File: src/rtl/i2c_regmap_pkg.sv
package i2c_regmap_pkg;

    typedef enum logic [3:0] {
        ST_IDLE,
        ST_ADDR,
        ST_ACK_ADDR,
        ST_MAP,
        ST_ACK_MAP,
        ST_WR,
        ST_ACK_WR,
        ST_RD,
        ST_RACK
    } i2c_state_e;

    localparam int unsigned BITS_PER_BYTE = 8;

endpackage

File: src/rtl/i2c_line_sync.sv
module i2c_line_sync #(
    parameter int unsigned STAGES = 2
) (
    input  logic clk,
    input  logic rst_n,
    input  logic din,
    output logic dout
);
    logic [STAGES-1:0] chain_q;

    always_ff @(posedge clk or negedge rst_n) begin
        if (!rst_n) chain_q <= '1;
        else        chain_q <= {chain_q[STAGES-2:0], din};
    end

    assign dout = chain_q[STAGES-1];
endmodule

File: src/rtl/i2c_bus_events.sv
module i2c_bus_events (
    input  logic clk,
    input  logic rst_n,
    input  logic scl_s,
    input  logic sda_s,
    output logic scl_rise,
    output logic scl_fall,
    output logic start_evt,
    output logic stop_evt
);
    logic scl_prev_q, sda_prev_q;

    always_ff @(posedge clk or negedge rst_n) begin
        if (!rst_n) begin
            scl_prev_q <= 1'b1;
            sda_prev_q <= 1'b1;
        end else begin
            scl_prev_q <= scl_s;
            sda_prev_q <= sda_s;
        end
    end

    assign scl_rise  = scl_s & ~scl_prev_q;
    assign scl_fall  = ~scl_s & scl_prev_q;
    // data edges only count as bus conditions while the clock stays high
    assign start_evt = scl_s & scl_prev_q & sda_prev_q & ~sda_s;
    assign stop_evt  = scl_s & scl_prev_q & ~sda_prev_q & sda_s;
endmodule

File: src/rtl/i2c_regmap_fsm.sv
module i2c_regmap_fsm
    import i2c_regmap_pkg::*;
#(
    parameter int unsigned ADDR_W      = 4,
    parameter logic [5:0]  DEV_ADDR_HI = 6'b100111
) (
    input  logic              clk,
    input  logic              rst_n,
    input  logic              scl_rise,
    input  logic              scl_fall,
    input  logic              start_evt,
    input  logic              stop_evt,
    input  logic              sda_s,
    input  logic              strap,
    input  logic [7:0]        rdata,
    output logic              sda_oe,
    output logic [ADDR_W-1:0] map,
    output logic [7:0]        wdata,
    output logic              we
);
    localparam logic [3:0] LAST_BIT = 4'(BITS_PER_BYTE);

    typedef struct packed {
        i2c_state_e        state;
        logic [3:0]        cnt;
        logic [7:0]        shift;
        logic [7:0]        tx;
        logic [ADDR_W-1:0] map;
        logic              rd;
        logic              ack;
        logic              oe;
        logic              we;
    } fsm_t;

    fsm_t q, d;

    always_comb begin
        d    = q;
        d.we = 1'b0;
        if (stop_evt) begin
            d.state = ST_IDLE;
            d.oe    = 1'b0;
        end else if (start_evt) begin
            d.state = ST_ADDR;
            d.cnt   = '0;
            d.oe    = 1'b0;
        end else begin
            unique case (q.state)
                ST_ADDR, ST_MAP, ST_WR: begin
                    if (scl_rise && q.cnt != LAST_BIT) begin
                        d.shift = {q.shift[6:0], sda_s};
                        d.cnt   = q.cnt + 4'd1;
                    end else if (scl_fall && q.cnt == LAST_BIT) begin
                        d.cnt = '0;
                        if (q.state == ST_ADDR) begin
                            if (q.shift[7:1] == {DEV_ADDR_HI, strap}) begin
                                d.state = ST_ACK_ADDR;
                                d.rd    = q.shift[0];
                                d.oe    = 1'b1;
                            end else begin
                                d.state = ST_IDLE;
                            end
                        end else if (q.state == ST_MAP) begin
                            d.map   = q.shift[ADDR_W-1:0];
                            d.state = ST_ACK_MAP;
                            d.oe    = 1'b1;
                        end else begin
                            d.we    = 1'b1;
                            d.state = ST_ACK_WR;
                            d.oe    = 1'b1;
                        end
                    end
                end
                ST_ACK_ADDR: begin
                    if (scl_fall) begin
                        d.cnt = '0;
                        if (q.rd) begin
                            d.state = ST_RD;
                            d.tx    = rdata;
                            d.oe    = ~rdata[7];
                        end else begin
                            d.state = ST_MAP;
                            d.oe    = 1'b0;
                        end
                    end
                end
                ST_ACK_MAP: begin
                    if (scl_fall) begin
                        d.state = ST_WR;
                        d.oe    = 1'b0;
                    end
                end
                ST_ACK_WR: begin
                    if (scl_fall) begin
                        d.state = ST_WR;
                        d.oe    = 1'b0;
                        d.map   = q.map + 1'b1;
                    end
                end
                ST_RD: begin
                    if (scl_fall) begin
                        if (q.cnt == 4'd7) begin
                            d.state = ST_RACK;
                            d.oe    = 1'b0;
                            d.cnt   = '0;
                            d.map   = q.map + 1'b1;
                        end else begin
                            d.tx  = {q.tx[6:0], 1'b0};
                            d.oe  = ~q.tx[6];
                            d.cnt = q.cnt + 4'd1;
                        end
                    end
                end
                ST_RACK: begin
                    if (scl_rise) begin
                        d.ack = ~sda_s;
                    end else if (scl_fall) begin
                        if (q.ack) begin
                            d.state = ST_RD;
                            d.tx    = rdata;
                            d.oe    = ~rdata[7];
                            d.cnt   = '0;
                        end else begin
                            d.state = ST_IDLE;
                        end
                    end
                end
                default: ;
            endcase
        end
    end

    always_ff @(posedge clk or negedge rst_n) begin
        if (!rst_n) begin
            q       <= '0;
            q.state <= ST_IDLE;
        end else begin
            q <= d;
        end
    end

    assign sda_oe = q.oe;
    assign map    = q.map;
    assign wdata  = q.shift;
    assign we     = q.we;
endmodule

File: src/rtl/i2c_regmap_target.sv
module i2c_regmap_target #(
    parameter int unsigned REG_COUNT   = 16,
    parameter int unsigned SYNC_STAGES = 2,
    parameter logic [5:0]  DEV_ADDR_HI = 6'b100111,
    localparam int unsigned ADDR_W     = $clog2(REG_COUNT)
) (
    input  logic              clk,
    input  logic              rst_n,
    input  logic              scl_i,
    input  logic              sda_i,
    output logic              sda_oe_o,
    input  logic              addr_strap_i,
    output logic [ADDR_W-1:0] reg_addr_o,
    output logic [7:0]        reg_wdata_o,
    output logic              reg_we_o,
    input  logic [7:0]        reg_rdata_i
);
    logic [1:0] line_raw, line_s;
    logic       scl_s, sda_s;
    logic       scl_rise, scl_fall, start_evt, stop_evt;

    assign line_raw = {scl_i, sda_i};

    for (genvar g = 0; g < 2; g++) begin : g_sync
        i2c_line_sync #(.STAGES(SYNC_STAGES)) u_sync (
            .clk  (clk),
            .rst_n(rst_n),
            .din  (line_raw[g]),
            .dout (line_s[g])
        );
    end

    assign scl_s = line_s[1];
    assign sda_s = line_s[0];

    i2c_bus_events u_events (
        .clk      (clk),
        .rst_n    (rst_n),
        .scl_s    (scl_s),
        .sda_s    (sda_s),
        .scl_rise (scl_rise),
        .scl_fall (scl_fall),
        .start_evt(start_evt),
        .stop_evt (stop_evt)
    );

    i2c_regmap_fsm #(
        .ADDR_W     (ADDR_W),
        .DEV_ADDR_HI(DEV_ADDR_HI)
    ) u_fsm (
        .clk      (clk),
        .rst_n    (rst_n),
        .scl_rise (scl_rise),
        .scl_fall (scl_fall),
        .start_evt(start_evt),
        .stop_evt (stop_evt),
        .sda_s    (sda_s),
        .strap    (addr_strap_i),
        .rdata    (reg_rdata_i),
        .sda_oe   (sda_oe_o),
        .map      (reg_addr_o),
        .wdata    (reg_wdata_o),
        .we       (reg_we_o)
    );
endmodule

File: config.mk
export PLATFORM = sky130hd
export DESIGN_NAME = i2c_regmap_target
export DESIGN_NICKNAME = d
export VERILOG_FILES = /design/src/rtl/i2c_regmap_pkg.sv /design/src/rtl/i2c_line_sync.sv /design/src/rtl/i2c_bus_events.sv /design/src/rtl/i2c_regmap_fsm.sv /design/src/rtl/i2c_regmap_target.sv
export SDC_FILE = /design/constraint.sdc
export NUM_CORES = 1
export LEC_CHECK = 0
export ABC_AREA = 1
export BUFFER_PORTS_ARGS = -buffer_cell sky130_fd_sc_hd__buf_2
export CORE_AREA = 5 5 78 80
export DETAILED_ROUTE_END_ITERATION = 16
export DIE_AREA = 0 0 83 85
export PLACE_DENSITY = 0.67
export SLEW_MARGIN = 5
export SYNTH_ARGS = -nofsm -noshare
export SYNTH_HDL_FRONTEND = slang
export SYNTH_HIERARCHICAL = 1
export SYNTH_SLANG_ARGS = --single-unit
File: constraint.sdc
create_clock -name clk -period 5.45 [get_ports clk]
set_input_delay 0.8175 -clock clk [delete_from_list [all_inputs] [get_ports clk]]
set_output_delay 0.8175 -clock clk [all_outputs]
set_load 0.1 [all_outputs]
==> flow_summary.yaml, run 1 <==
clocking:
  clock-sinks: 37
  path_clk_slew_ps: 70
  clockBufferDepth: 2
  cts_resized: 0
  cts-root-buf: "clkbuf_8"
  cts_setup_buffers: 0
  clk_latency_ps: 290
  htree_levels: 2
  cts_hold_buf: 0
  cts_buffers: 5
  cts_tree: "yes"
placement:
  dp_slack_ps: 3417
  place.gp.congestion: 0.8906
  place_hpwl_mm: 4.114
  numPortBuffers: 26
timing:
  hold_viol: 0
  tns_ps: 0
  drv_slew: 0
  slew-limit-headroom_pct: 45.95
  finalCritPeriodShare_pct: 39.20
  worst_pin_slew_ps: 810.8
  max_freq_ghz: 0.4680
  finClkSkew_ps: 4.917
  rsz0062_at_grt: "no"
  fin_crit_ps: 2137
  worst_slack_ps: 3313
  setup_viol: 0
floorplanning:
  core_area_um2: 5338
  die_area_um2: 7055
  die_y_um: 85
  rows: 27
  start_util_pct: 47.42
  io-pin-count: 27
  die_w_um: 83
worst_hold_path:
  worstHoldPathCells: 0
  hp-class: "flip-flop to flip-flop"
  hold_path_end: "g_sync[1].u_sync/chain_q[1]"
  holdCritStartpoint: "g_sync[1].u_sync/chain_q[0]"
detailed_routing:
  wire_per_inst_um: 12.11
  drc: 0
  drtIter0Drc: 142
  vias: 2172
  wl_mm: 5.375
  ant_nets: 0
  first_pass_iters: 4
  via_per_inst: 4.892
cells_and_area:
  fillers: 536
  mostFrequentLayoutCell: "nand2_1"
  final_cell_mix: "nand2_1, nor2_1, inv_1"
  multi_input_area_um2: 1287
  nNetsFinal: 387
  layout-drive-gt1-share_pct: 19.62
  diodes: 0
  syn_to_final_growth_pct: 7.069
  regArea_um2: 933.4
grt:
  grt_pass1_vias: 1993
  grt_overflow: 0
  grt_usage_pct: 15.92
  grt_pass1_wl_mm: 9.197
  grt_max_degree: 38
  antenna_found_initial: 0
critical_path:
  cp.required_ps: 5690
  crit_path_frequent_cell: "nand2_1"
  startpoint_type: "flip-flop"
  cpMaxStageDelayCell: "dfstp_2"
  r2r_start: "g_sync[1].u_sync/chain_q[1]"
  path_max_fanout: 7
  cp.arrival_ps: 2370
  ff2ff_setup_slack_ps: 3310
  reg2reg_to: "u_fsm/q[28]"
  end_kind: "flip-flop"
  crit_type: "flip-flop to flip-flop"
  slowest_delay_ps: 560
  path_cells: "nand2_1, nor2_1, inv_1, nand2_1, nor2_1, nor2_1, nand2_1, nor2_2, nand2_1, nand2_1"
  r2r_cells: 10
job:
  max-cap-violations: 0
yosys:
  yosysWarnings: 6
  synth_area_per_cell_um2: 7.110
  synth_area_um2: 2531
  synth_cells: 356
  synth_seq_cells: 37
  syn-num-nets: 372
  synth_cell_types: 33
  yosysSeqAreaShare_pct: 36.88
pwr:
  power_density_nw_per_um2: 660.8
  p_leak_nw: 1.447
  ir_drop_mv: 0.4716
run_status:
  outcome: "complete, no violations"
## sequential cells by signal, summed over array words and instances, names as in the netlist
signal	cells
g_sync.u_sync/chain_q	4
u_events/scl_prev_q	1
u_fsm/sda_oe	1
u_events/sda_prev_q	1
u_fsm/we	1
u_fsm/map	4
u_fsm/wdata	8
u_fsm/q	17
## report_power, final
group          switching (mW)  leakage [nW]  total, mW  internal, mW
Sequential             0.0885         0.456      0.458         0.370
Combinational           0.810         0.936       1.09         0.284
Clock                   0.101        0.0554      0.238         0.137
Total                    1.00          1.45       1.79         0.791
## Yosys cell counts (all sizes together)
cell      n  area [µm²]
dfrtp    31       775.7
o21ai    33       191.4
nor2     53       247.7
buf      17       148.9
nand3    27       167.7
ha        3       37.54
clkbuf    1       3.750
a21oi     8       40.04
nand2   120       483.0
xnor2     2       17.52
xor2      1       8.760
nor3      2       10.01
nand4     5       46.29
a31oi     2       12.51
and2      1       6.260
inv      42       157.6
nand3b    1       7.510
mux2      1       11.26
dfstp     6       157.7
## how the worst max path moves through the flow
stage	start	to	slack, ps
6_report	g_sync[1].u_sync/chain_q[1]	u_fsm/q[28]	3310
5_1_grt	g_sync[1].u_sync/chain_q[1]	u_fsm/q[31]	3110
4_1_cts	g_sync[1].u_sync/chain_q[1]	u_fsm/q[29]	3400
3_3_place_gp	g_sync[1].u_sync/chain_q[1]	u_fsm/q[31]	3460
3_5_place_dp	g_sync[1].u_sync/chain_q[1]	u_fsm/q[29]	3420
2_1_floorplan	g_sync[1].u_sync/chain_q[1]	u_fsm/q[30]	3650
## critical path, delay by kind of cell, from the launching register on
family | cells | cell delay, ps
simple gates | 9 | 1350
flops | 1 | 560
buf+inv | 1 | 170
## through the flow
stage / utilization (%) / total power [mW] / hold slack, ps / std cells / instance area (µm²)
2_1_floorplan: - / 1.452 / 345.2 / 356 / 2531
3_3_place_gp: 48.69 / 1.548 / 345.8 / 436 / 2599
3_5_place_dp: 48.69 / 1.555 / 347.0 / 436 / 2599
4_1_cts: 50.77 / 1.800 / 358.2 / 444 / 2710
5_1_grt: 50.77 / 1.948 / 363.2 / 444 / 2710
6_report: 50.77 / 1.791 / 356.8 / 444 / 2710
## cells by family after synthesis
family                   count (synthesis)  synth area share [%]
AO/OA/AOI/OAI                           43                 9.639
XOR/XNOR                                 3                 1.038
adder cells (fa/ha/maj)                  3                 1.483
buffers and inverters                   60                 12.26
flip-flops                              37                 36.88
multiplexers                             1                0.4449
AND/OR/NAND/NOR                        209                 38.26
## area by class of cell
cell class                      instances  area share (%)
Inverter                               42           5.817
Sequential cell                        37           34.44
Clock buffer                            6           2.678
Clock inverter                          2           1.431
Tap cell                               72           3.324
Timing Repair Buffer                   26           4.801
Multi-Input combinational cell        259           47.51
## layer usage
metal	vias up	GRT usage [%]	routed length, µm
li1	1135	-	-
met1	976	20.38	2501
met2	51	25.51	2497
met5	-	0	0
met4	0	6.092	101
met3	10	4.563	275
No activity file was read; power rests on OpenSTA's default activity.
==> run 2, diff against run 1 <==
==> constraint.sdc (replaced) <==
create_clock -name clk -period 2.06 [get_ports clk]
set_input_delay 0.309 -clock clk [delete_from_list [all_inputs] [get_ports clk]]
set_output_delay 0.309 -clock clk [all_outputs]
set_load 0.1 [all_outputs]
==> flow_summary.yaml, run 2 (synthesized netlist as in run 1, its figures left out) <==
critical_path:
  startpoint_type: "flip-flop"
  slowest_delay_ps: 560
  critPathBufInv: 1
  end_kind: "flip-flop"
  ff2ff_setup_slack_ps: 220
  cp_top_family: "simple AND/OR/NAND/NOR gates"
  path_max_fanout: 8
  crit_type: "flip-flop to flip-flop"
  cp.arrival_ps: 2070
  cp.required_ps: 2290
  path_cells: "nand2_1, nor2_4, nor2_4, nand2_1, inv_1, nand2_1, nand2_1, nor2_1, nand2_1, nor2_2, nand2_1, nand2_1"
  crit_path_frequent_cell: "nand2_1"
  cpMaxStageDelayCell: "dfstp_2"
floorplanning:
  die_w_um: 83
  rows: 27
  io-pin-count: 27
  die_y_um: 85
  start_util_pct: 47.42
  die_area_um2: 7055
  core_area_um2: 5338
pwr:
  ir_drop_mv: 1.184
  power_density_nw_per_um2: 1693
  p_leak_nw: 1.450
  power_mw: 4.619
clocking:
  cts_buffers: 5
  cts_tree: "yes"
  clockBufferDepth: 2
  cts-root-buf: "clkbuf_8"
  clock-sinks: 37
  htree_levels: 2
  cts_setup_buffers: 0
  path_clk_slew_ps: 80
  clk_latency_ps: 300
cells_and_area:
  syn_to_final_growth_pct: 7.810
  regMostFlops: "u_fsm/q"
  stdcell_count: 447
  layout-drive-gt1-share_pct: 21.33
  final_cell_mix: "nand2_1, nor2_1, inv_1"
  fillers: 551
  diodes: 0
  final_area_um2: 2729
  largest_register_ffs: 17
  mostFrequentLayoutCell: "nand2_1"
  nNetsFinal: 390
timing:
  worst_pin_slew_ps: 829.8
  max_freq_ghz: 0.5443
  fin_crit_ps: 1837
  hold_viol: 0
  slew-limit-headroom_pct: 44.68
  finClkSkew_ps: 8.806
  setup_viol: 0
  drv_slew: 0
  finalCritPeriodShare_pct: 89.18
worst_hold_path:
  hp-class: "input port to asynchronous set/reset pin"
job:
  max-cap-violations: 0
placement:
  place.gp.congestion: 0.8866
  placed_cells: 439
  numPortBuffers: 26
  place_hpwl_mm: 3.933
  postPlaceCellArea_um2: 2621
detailed_routing:
  first_pass_iters: 5
  ant_nets: 0
  wl_mm: 5.260
  vias: 2195
  drtIter0Drc: 150
  drc: 0
  via_per_inst: 4.911
  wire_per_inst_um: 11.77
run_status:
  outcome: "complete, no violations"
grt:
  grt_usage_pct: 16.26
  grt_max_degree: 38
  grt_pass1_wl_mm: 9.487
  grt_pass1_vias: 2140
  grt_overflow: 0
  antenna_found_initial: 0
[run 2: cell types whose count changed in the layout (fill, tap and decap cells not counted)]
cell | previous run | this run
buf_4 | 0 | 3
inv_6 | 0 | 1
clkbuf_1 | 1 | 0
nand2_2 | 7 | 8
nand2_1 | 111 | 110
clkinv_4 | 1 | 0
clkinvlp_4 | 0 | 1
nor2_4 | 3 | 5
bufinv_16 | 1 | 0
nor2_1 | 45 | 43
clkinv_2 | 0 | 1
[run 2: final timing paths]
| kind | startpoint | depth (start not counted) | end |
|---|---|---|---|
| worst max-delay path | g_sync[1].u_sync/chain_q[1] | 12 | u_fsm/q[28] |
| worst min-delay path | rst_n | 1 | u_fsm/wdata[5] |
| worst max register to register | g_sync[1].u_sync/chain_q[1] | 12 | u_fsm/q[28] |
| worst min register to register | g_sync[1].u_sync/chain_q[0] | 0 | g_sync[1].u_sync/chain_q[1] |
| max in group asynchronous | rst_n | 1 | u_fsm/q[30] |
| min in group clk | sda_i | 1 | g_sync[0].u_sync/chain_q[0] |
[run 2: per-stage QoR]
stage / hold slack [ps] / worst slack [ps] / utilization (%) / setup TNS, ps
after floorplan: 13.41 / 263.8 / - / 0
after global placement: 345.9 / 113.9 / 49.11 / 0
after detailed placement: 347.0 / 99.12 / 49.11 / 0
after CTS: 102.4 / 81.88 / 50.80 / 0
after global routing: 90.05 / -3.641 / 51.13 / -3.641
final: 107.7 / 222.9 / 51.13 / 0
[run 2: what timing repair did]
action / 4_1_cts / 5_1_grt
setup endpoints to repair: 0 / 5
hold endpoints to repair: 0 / 0
resized for setup: 0 / 5
hold buffers: 0 / 0
[run 2: area by class of cell]
| class | instances | area [µm²] | share of cell area (%) |
|---|---|---|---|
| Clock inverter | 3 | 21.27 | 0.7795 |
| Inverter | 42 | 157.7 | 5.777 |
| Clock buffer | 5 | 68.82 | 2.522 |
| Multi-Input combinational cell | 259 | 1305 | 47.82 |
| Timing Repair Buffer | 29 | 152.6 | 5.594 |
| Sequential cell | 37 | 933.4 | 34.20 |
| Tap cell | 72 | 90.09 | 3.301 |
[run 2: per-layer routing]
layer / track usage, % / part of all wire [%] / up-vias
li1: - / - / 1141
met1: 20.36 / 48 / 979
met2: 27.77 / 46 / 64
met3: 3.107 / 4.2 / 11
met4: 6.241 / 2.1 / 0
met5: 0 / 0 / -
[run 2: report_power, final]
part | leakage (nW) | switching (mW) | internal, mW
Combinational | 0.950 | 2.13 | 0.759
Clock | 0.0445 | 0.279 | 0.240
Sequential | 0.456 | 0.237 | 0.978
==> run 3, diff against run 2 <==
--- a/config.mk
+++ b/config.mk
@@ -7,12 +7,11 @@
 export LEC_CHECK = 0
 export ABC_AREA = 1
 export BUFFER_PORTS_ARGS = -buffer_cell sky130_fd_sc_hd__buf_2
-export CORE_AREA = 5 5 78 80
+export CORE_AREA = 5 5 75 77
 export DETAILED_ROUTE_END_ITERATION = 16
-export DIE_AREA = 0 0 83 85
-export PLACE_DENSITY = 0.67
+export DIE_AREA = 0 0 80 82
+export PLACE_DENSITY = 0.68
 export SLEW_MARGIN = 5
 export SYNTH_ARGS = -nofsm -noshare
 export SYNTH_HDL_FRONTEND = slang
-export SYNTH_HIERARCHICAL = 1
 export SYNTH_SLANG_ARGS = --single-unit
==> flow_summary.yaml, run 3 <==
cells_and_area:
  stdcell_count: 398
  fillers: 496
  mostFrequentLayoutCell: "nand2_1"
  syn_to_final_growth_pct: 10.58
  multi_input_area_um2: 1132
  largest_register_ffs: 17
  diodes: 0
  layout-drive-gt1-share_pct: 26.22
  regMostFlops: "u_fsm.q"
  nNetsFinal: 343
  final_cell_mix: "nand2_1, inv_1, dfrtp_1"
  regArea_um2: 933.4
pwr:
  p_leak_nw: 1.354
  power_density_nw_per_um2: 1450
  ir_drop_mv: 0.6760
  power_mw: 3.735
grt:
  grt_pass1_vias: 1849
  grt_pass1_wl_mm: 8.424
  grt_busiest_layer: "met2"
  antenna_found_initial: 0
  grt_util_met2_pct: 27.57
  grt_overflow: 0
  grt_usage_pct: 16.62
  met3_usage_pct: 4.605
  grtUsageMet1_pct: 20.98
  grt_max_degree: 26
yosys:
  synth_area_per_cell_um2: 7.689
  yosysSeqAreaShare_pct: 40.06
  async_flop_share_pct: 100.0
  synth_top_cell_by_area: "dfrtp_1"
  ys.flop_type: "dfrtp_1"
  synth_seq_cells: 37
  synth_edf_count: 0
  synth_area_um2: 2330
  synth_top_area_share_pct: 33.30
  yosysMostFrequentCell: "nand2_1"
  synth_cell_types: 34
  ys_top_cells_by_area: "dfrtp_1, nand2_1, dfstp_2"
  syn-num-nets: 319
  synthTopCellsByCount: "nand2_1, inv_1, dfrtp_1, nor2_1, nand3_1"
  synth_cells: 303
  yosysWarnings: 0
worst_hold_path:
  worstHoldPathCells: 1
  holdCritStartpoint: "scl_i"
  hold_path_end: "g_sync[1].u_sync.chain_q[0]"
  hp-class: "input port to flip-flop"
clocking:
  cts-root-buf: "clkbuf_8"
  htree_levels: 2
  clockBufferDepth: 2
  cts_tree: "yes"
  cts_buffers: 5
  clk_latency_ps: 310
  cts_resized: 0
  clock-sinks: 37
  path_clk_slew_ps: 90
detailed_routing:
  first_pass_iters: 4
  wl_mm: 4.798
  drc: 0
  vias: 1933
  ant_nets: 0
  drtIter0Drc: 171
  via_per_inst: 4.857
  wire_per_inst_um: 12.06
floorplanning:
  start_util_pct: 47.12
  die_w_um: 80
  die_area_um2: 6560
  rows: 26
  io-pin-count: 27
  core_area_um2: 4945
  die_y_um: 82
placement:
  place.gp.congestion: 0.9030
  place_hpwl_mm: 3.709
  placed_cells: 389
  numPortBuffers: 26
critical_path:
  startpoint_type: "flip-flop"
  r2r_cells: 9
  r2r_start: "u_events.scl_prev_q"
  ff2ff_setup_slack_ps: 230
  end_kind: "flip-flop"
  path_max_fanout: 7
  crit_type: "flip-flop to flip-flop"
  reg2reg_to: "u_fsm.map[2]"
  cp.required_ps: 2240
  cp.arrival_ps: 2020
timing:
  rsz0062_at_grt: "no"
  finalCritPeriodShare_pct: 89.04
  hold_viol: 0
  worst_pin_slew_ps: 524.6
  whs_ps: 92.45
  fin_crit_ps: 1834
  tns_ps: 0
  drv_slew: 0
  setup_viol: 0
  max_freq_ghz: 0.5452
  slew-limit-headroom_pct: 65.03
  finClkSkew_ps: 11.40
run_status:
  outcome: "complete, no violations"
job:
  max-cap-violations: 0
## run 3: timing repair
item	CTS	global route
endpoints found under the setup margin	0	0
endpoints found under the hold margin	9	0
setup buffers	0	0
hold buffers	1	0
## run 3: routing by layer
layer | wire [µm] | share of wire (%) | vias to the layer above
met3 | 227 | 4.7 | 9
met2 | 2295 | 48 | 48
met5 | 0 | 0 | -
li1 | - | - | 1000
met1 | 2186 | 46 | 876
met4 | 89 | 1.9 | 0
## run 3: cells by family (layout without fill, tap and decap cells)
logic type	count (synthesis)	after routing	share of synthesized area, %
xor gates and xnor gates	4	4	1.504
buffers and inverters	55	80	11.33
and+or+nand+nor	155	155	31.85
adders and majority gates	3	3	1.611
muxes	4	4	1.933
AOI/OAI and AO/OA	45	45	11.71
DFF	37	37	40.06
## run 3: critical path, cell delays in order, from the launching register on
cell	delay, ps
dfstp_2	540
inv_1	70
nor2_2	180
nand3_1	260
nand2_2	160
inv_1	70
nor2_1	170
nand2_2	140
nand2_1	80
o21ai_1	60
## run 3: report_power, final
group	internal, mW	leakage [nW]	switching, mW	total [mW]
Clock	0.240	0.0481	0.292	0.532
Combinational	0.560	0.847	1.52	2.08
Sequential	0.935	0.459	0.185	1.12
## run 3: area by class of cell
class,count,area share [%]
Multi-Input combinational cell,211,43.95
Inverter,39,5.682
Clock buffer,5,2.671
Tap cell,70,3.400
Timing Repair Buffer,33,7.188
Clock inverter,3,0.8742
Sequential cell,37,36.23
## run 3: metrics by stage
step                instance area [µm²]  setup slack (ps)  utilization, %
finish                             2576             225.8           52.10
global route                       2576             55.70           52.10
global placement                   2475             264.0           50.05
detailed placement                 2475             262.7           50.05
CTS                                2576             227.3           52.10
floorplan                          2330             508.6               -
## run 3: how the worst max path moves through the flow
stage	from	end	slack [ps]	cells after the start
after detailed placement	u_events.scl_prev_q	u_fsm.map[2]	260	9
final	u_events.scl_prev_q	u_fsm.map[2]	230	9
after global routing	u_events.scl_prev_q	u_fsm.q[27]	60	9
after global placement	u_events.scl_prev_q	u_fsm.map[1]	260	9
after floorplan	u_events.scl_prev_q	u_fsm.map[0]	510	9
after CTS	u_events.scl_prev_q	u_fsm.map[2]	230	9
